==> src/rtl/sa_pkg.sv <==
package sa_pkg;
  // control bits that travel diagonally through the grid
  typedef struct packed {
    logic en;
    logic sw;
  } sa_ctl_t;
endpackage

==> src/rtl/sa_mac.sv <==
module sa_mac #(
  parameter int DW   = 16,
  parameter int FRAC = 8
) (
  input  logic signed [DW-1:0] x_i,
  input  logic signed [DW-1:0] w_i,
  input  logic signed [DW-1:0] psum_i,
  output logic signed [DW-1:0] sum_o
);
  localparam int PW = 2 * DW;
  localparam logic signed [PW:0] HI  = {{(PW-DW+2){1'b0}}, {(DW-1){1'b1}}};
  localparam logic signed [PW:0] LO  = {{(PW-DW+2){1'b1}}, {(DW-1){1'b0}}};
  localparam logic signed [PW:0] RND = (PW+1)'(2 ** (FRAC-1));

  logic signed [PW-1:0] prod;
  logic signed [PW:0]   prod_rnd;
  logic signed [PW:0]   prod_shr;
  logic signed [DW-1:0] prod_sat;
  logic signed [DW:0]   sum_w;

  always_comb begin
    prod     = PW'(x_i) * PW'(w_i);
    prod_rnd = {prod[PW-1], prod} + RND;
    prod_shr = prod_rnd >>> FRAC;
    if (prod_shr > HI)      prod_sat = HI[DW-1:0];
    else if (prod_shr < LO) prod_sat = LO[DW-1:0];
    else                    prod_sat = prod_shr[DW-1:0];
    sum_w = {psum_i[DW-1], psum_i} + {prod_sat[DW-1], prod_sat};
    // overflow when the two top bits disagree
    if (sum_w[DW] != sum_w[DW-1]) sum_o = sum_w[DW] ? LO[DW-1:0] : HI[DW-1:0];
    else                          sum_o = sum_w[DW-1:0];
  end
endmodule

==> src/rtl/sa_pe.sv <==
module sa_pe
  import sa_pkg::*;
#(
  parameter int DW   = 16,
  parameter int FRAC = 8
) (
  input  logic                 clk_i,
  input  logic                 rst_ni,
  input  sa_ctl_t              ctl_i,
  input  logic                 acc_i,
  input  logic signed [DW-1:0] x_i,
  input  logic signed [DW-1:0] psum_i,
  input  logic signed [DW-1:0] sh_i,
  output sa_ctl_t              ctl_o,
  output logic signed [DW-1:0] x_o,
  output logic signed [DW-1:0] psum_o,
  output logic signed [DW-1:0] sh_o
);
  sa_ctl_t              ctl_q;
  logic signed [DW-1:0] x_q, psum_q, act_q, sh_q;
  logic signed [DW-1:0] w_use, mac_sum;

  // the swap cycle already computes with the incoming weight
  assign w_use = ctl_i.sw ? sh_q : act_q;

  sa_mac #(.DW(DW), .FRAC(FRAC)) u_mac (
    .x_i    (x_i),
    .w_i    (w_use),
    .psum_i (psum_i),
    .sum_o  (mac_sum)
  );

  always_ff @(posedge clk_i or negedge rst_ni) begin
    if (!rst_ni) begin
      ctl_q  <= '0;
      x_q    <= '0;
      psum_q <= '0;
      act_q  <= '0;
      sh_q   <= '0;
    end else begin
      ctl_q <= ctl_i;
      if (ctl_i.sw) act_q <= sh_q;
      if (acc_i)    sh_q  <= sh_i;
      if (ctl_i.en) begin
        x_q    <= x_i;
        psum_q <= mac_sum;
      end
    end
  end

  assign ctl_o  = ctl_q;
  assign x_o    = x_q;
  assign psum_o = psum_q;
  assign sh_o   = sh_q;

  p_hold_r4: assert property (@(posedge clk_i) disable iff (!rst_ni)
    !ctl_i.en |=> $stable(psum_q) && $stable(x_q));
  p_zero_x_r1: assert property (@(posedge clk_i) disable iff (!rst_ni)
    (ctl_i.en && x_i == '0) |=> psum_q == $past(psum_i));
  p_act_hold_r6: assert property (@(posedge clk_i) disable iff (!rst_ni)
    !ctl_i.sw |=> $stable(act_q));
  p_sh_hold_r5: assert property (@(posedge clk_i) disable iff (!rst_ni)
    !acc_i |=> $stable(sh_q));
endmodule

==> src/rtl/sys_array_db.sv <==
module sys_array_db
  import sa_pkg::*;
#(
  parameter int N    = 2,
  parameter int DW   = 16,
  parameter int FRAC = 8
) (
  input  logic                 clk_i,
  input  logic                 rst_ni,
  input  logic                 en_i,
  input  logic                 switch_i,
  input  logic                 accept_i,
  input  logic [N-1:0][DW-1:0] x_i,
  input  logic [N-1:0][DW-1:0] w_row_i,
  output logic [N-1:0][DW-1:0] y_o
);
  sa_ctl_t              ctl_w [N][N];
  logic signed [DW-1:0] x_w   [N][N];
  logic signed [DW-1:0] ps_w  [N][N];
  logic signed [DW-1:0] sh_w  [N][N];

  for (genvar r = 0; r < N; r++) begin : g_row
    for (genvar c = 0; c < N; c++) begin : g_col
      sa_ctl_t              ctl_in;
      logic signed [DW-1:0] x_in, ps_in, sh_in;

      // control enters top-left, runs down column 0, then right along each row
      if (r == 0 && c == 0) begin : g_ctl_src
        assign ctl_in = sa_ctl_t'{en: en_i, sw: switch_i};
      end else if (c == 0) begin : g_ctl_up
        assign ctl_in = ctl_w[r-1][0];
      end else begin : g_ctl_left
        assign ctl_in = ctl_w[r][c-1];
      end

      if (c == 0) begin : g_x_edge
        assign x_in = $signed(x_i[r]);
      end else begin : g_x_left
        assign x_in = x_w[r][c-1];
      end

      if (r == 0) begin : g_top
        assign ps_in = '0;
        assign sh_in = $signed(w_row_i[c]);
        p_load_r5: assert property (@(posedge clk_i) disable iff (!rst_ni)
          accept_i |=> sh_w[0][c] == $past($signed(w_row_i[c])));
      end else begin : g_inner
        assign ps_in = ps_w[r-1][c];
        assign sh_in = sh_w[r-1][c];
        p_shift_r5: assert property (@(posedge clk_i) disable iff (!rst_ni)
          accept_i |=> sh_w[r][c] == $past(sh_w[r-1][c]));
      end

      sa_pe #(.DW(DW), .FRAC(FRAC)) u_pe (
        .clk_i  (clk_i),
        .rst_ni (rst_ni),
        .ctl_i  (ctl_in),
        .acc_i  (accept_i),
        .x_i    (x_in),
        .psum_i (ps_in),
        .sh_i   (sh_in),
        .ctl_o  (ctl_w[r][c]),
        .x_o    (x_w[r][c]),
        .psum_o (ps_w[r][c]),
        .sh_o   (sh_w[r][c])
      );
    end
  end

  for (genvar c = 0; c < N; c++) begin : g_out
    assign y_o[c] = ps_w[N-1][c];
  end
endmodule

==> config.mk <==
export PLATFORM = sky130hd
export DESIGN_NAME = sys_array_db
export DESIGN_NICKNAME = d
export VERILOG_FILES = /design/src/rtl/sa_pkg.sv /design/src/rtl/sa_mac.sv /design/src/rtl/sa_pe.sv /design/src/rtl/sys_array_db.sv
export SDC_FILE = /design/constraint.sdc
export NUM_CORES = 2
export LEC_CHECK = 0
export BUFFER_PORTS_ARGS = -buffer_cell sky130_fd_sc_hd__buf_2
export CORE_ASPECT_RATIO = 0.7
export CORE_UTILIZATION = 60
export DETAILED_ROUTE_END_ITERATION = 10
export GPL_TIMING_DRIVEN = 0
export PLACE_DENSITY = 0.83
export SETUP_SLACK_MARGIN = 0.2
export SLEW_MARGIN = 0
export SYNTH_ARGS = -nofsm -noshare
export SYNTH_HDL_FRONTEND = slang
export SYNTH_SLANG_ARGS = --single-unit
==> constraint.sdc <==
create_clock -name clk_i -period 10.48 [get_ports clk_i]
set_input_delay 1.048 -clock clk_i [delete_from_list [all_inputs] [get_ports clk_i]]
set_output_delay 1.048 -clock clk_i [all_outputs]
set_load 0.02 [all_outputs]
==> impl_metrics.ini <==
[finish]
seq_area_um2 = 5707
layout_common_cells = inv_1, fa_1, nand2_1
multi_input_area_um2 = 39210
fin_nets = 6809
final_common_cell = inv_1
nFillCells = 5962
drive_gt1_frac = 0.1152
final_cells = 6416
syn2layout_area_growth_pct = 8.969

[detailed_routing]
ant_nets = 0
dr_wl_met3_um = 17900
vias = 36897
dr_wl_met2_um = 58310
highest_layer = met5
via_per_inst = 5.751
route.detailed.drc = 2
firstDrtPassIters = 9
drt-initial-drc-count = 3399
met1Wirelength_um = 54590
wl_per_cell_um = 21.11
wl_um = 135500

[synth]
synthDistinctLibCells = 85
synth_flop_cell = dfrtp_1
mappedNetlistArea_um2 = 49230
synth-seq-cells = 228
yosysWarnings = 0
synth_nets = 6622
synth_edf_count = 0
syn_area_per_cell_um2 = 9.580
async_reset_ff_frac = 1.000
ys_seq_area_frac = 0.1159
syn_inst = 5139

[die]
initial_core_util = 0.6087
core_area_um2 = 80880
fp.dieH_um = 241.7
die_area_um2 = 83220
die_w_um = 344.4
rows = 87
pin_count = 101

[placed_design]
dp.cells = 6307
port-buffer-count = 99
gp_congestion = 1.005
dp_hpwl_um = 110200
pre_cts_ws_ps = -2374

[global_routing]
grt_pass1_wl_um = 214600
track_usage = 0.3347
grt_overflow = 0
antenna_found_initial = 4
grt_pass1_vias = 39124
grt_start_max_net_pins = 116

[worst_setup_path]
regToRegSetupSlack_ps = 280
worstSetupEndpointType = flop
r2r-end = g_row[1].g_col[0].u_pe.psum_o[4]
max_stage_delay_ps = 630
timing.rr.start = g_row[0].g_col[0].u_pe.ctl_o[0]
critPathArrivalTime_ps = 10650
crit_start = g_row[0].g_col[0].u_pe.ctl_o[0]
criticalPathCategory = reg2reg
slowest_stage = fa_1
crit_top_cell = fa_1
r2r_cells = 38
critPathLaunchType = flop
endpoint = g_row[1].g_col[0].u_pe.psum_o[4]
required_ps = 10930
crit_fanout = 6

[sta]
setup_viol = 0
fin_tns_setup_ps = 0
relSlewSlack = 0.2484
fin_skew_ps = 35.02
period_share = 0.9730
worst_pin_slew_ps = 1096
fin_crit_ps = 10200
fin_ws_ps = 282.5
drv_slew = 0
max_freq_ghz = 0.09806
hold_viol = 0
rsz0062_at_grt = false

[flow_run]
cap_viol_max_count = 0

[hold_path]
hold_class = reg2reg
min_from = g_row[0].g_col[0].u_pe.ctl_o[1]

[clock_tree]
holdBufCountCts = 0
cts_made_buffers = 26
insertion_delay_ps = 590
cts_tree = yes
clock_sinks = 228
cts.path.max_buffers = 3
clkTransAtPathRegs_ps = 70
htreeDepth = 1
root_buffer = clkbuf_16

[run_status]
violations = design-rule violations
outcome = finished, violations left
[synthesized netlist by cell type, drive strengths merged, types with 5 or more instances]
master	n	area (um2)
o21bai	9	67.56
o21ai	86	445.4
mux2	161	1813
o211ai	9	67.56
a211oi	10	75.07
ha	344	4304
or3	10	65.06
clkbuf	168	640.6
fa	1070	21420
nand4	17	106.4
nand2b	13	81.33
a21oi	148	755.7
nor2b	19	118.9
and2	425	2660
or2	45	281.5
nand3b	6	45.04
o31ai	11	101.3
a21o	44	330.3
nor2	143	536.8
a211o	5	43.79
nor3	18	90.09
xnor2	102	893.4
o21a	19	142.6
nand2	639	2399
and3	10	62.56
and4	7	62.56
dfrtp	228	5705
nand3	27	135.1
mux2i	6	60.06
inv	1197	4493
xor2	40	350.3
a31oi	11	83.83
buf	11	56.30
[flip-flops by register name, indices dropped and copies added (netlist names)]
name                     count
g_row.g_col.u_pe.act_q      64
g_row.g_col.u_pe.x_o        32
g_row.g_col.u_pe.psum_o     64
g_row.g_col.u_pe.ctl_o       4
g_row.g_col.u_pe.sh_o       64
[repair_timing]
| item | in CTS | in global routing |
|---|---|---|
| buffers inserted | 26 | 32 |
| gates resized for setup | 178 | 169 |
| pin swaps | 29 | 79 |
| cloned | 0 | 1 |
| setup endpoints to repair | 32 | 32 |
[cell type report]
| class | count | area share |
|---|---|---|
| Multi-Input combinational cell | 3535 | 0.7308 |
| Sequential cell | 228 | 0.1064 |
| Inverter | 1197 | 0.08394 |
| Tap cell | 1068 | 0.02491 |
| Timing Repair Buffer | 159 | 0.01875 |
| Buffer | 179 | 0.01859 |
| Clock buffer | 30 | 0.01336 |
| Clock inverter | 18 | 0.003148 |
| Antenna cell | 2 | 0.00009329 |
[worst min path at each step]
stage,end,cells past startpoint
2_1_floorplan,g_row[1].g_col[0].u_pe.ctl_o[1],0
3_3_place_gp,g_row[1].g_col[0].u_pe.ctl_o[1],0
3_5_place_dp,g_row[1].g_col[0].u_pe.ctl_o[1],0
4_1_cts,g_row[1].g_col[0].u_pe.ctl_o[1],0
5_1_grt,g_row[1].g_col[0].u_pe.ctl_o[1],0
6_report,g_row[1].g_col[0].u_pe.ctl_o[1],0
[metrics by stage]
stage | hold slack (ps) | utilization | area [um2]
2_1_floorplan | 368.5 | - | 49240
3_3_place_gp | 397.4 | 0.6315 | 51070
3_5_place_dp | 408.8 | 0.6320 | 51110
4_1_cts | 436.3 | 0.6533 | 52830
5_1_grt | 457.6 | 0.6633 | 53640
6_report | 443.1 | 0.6633 | 53650
[per-layer routing]
| layer | track usage | vias to the layer above |
|---|---|---|
| li1 | - | 15766 |
| met1 | 0.4766 | 18637 |
| met2 | 0.4822 | 2155 |
| met3 | 0.1189 | 337 |
| met4 | 0.09787 | 2 |
| met5 | 0 | - |
[worst max-delay path, delay by kind of cell (launching register included)]
| family | cells | cell delay [ps] |
|---|---|---|
| AO/OA/AOI/OAI | 17 | 3130 |
| multiplexers | 1 | 350 |
| flip-flops | 1 | 470 |
| AND/OR/NAND/NOR | 5 | 1080 |
| buffers and inverters | 6 | 890 |
| adder cells (fa/ha/maj) | 9 | 4100 |
[logic make-up after synthesis]
kind of cell | synth area share
adders and majority gates | 0.5225
and+or+nand+nor | 0.1385
buffers and inverters | 0.1054
AOI/OAI and AO/OA | 0.05441
DFF | 0.1159
muxes | 0.03804
xor gates and xnor gates | 0.02526
Power is left out: the tool's default activity adds up to more than one toggle a clock period on the data nets, which glitch-free logic cannot reach.
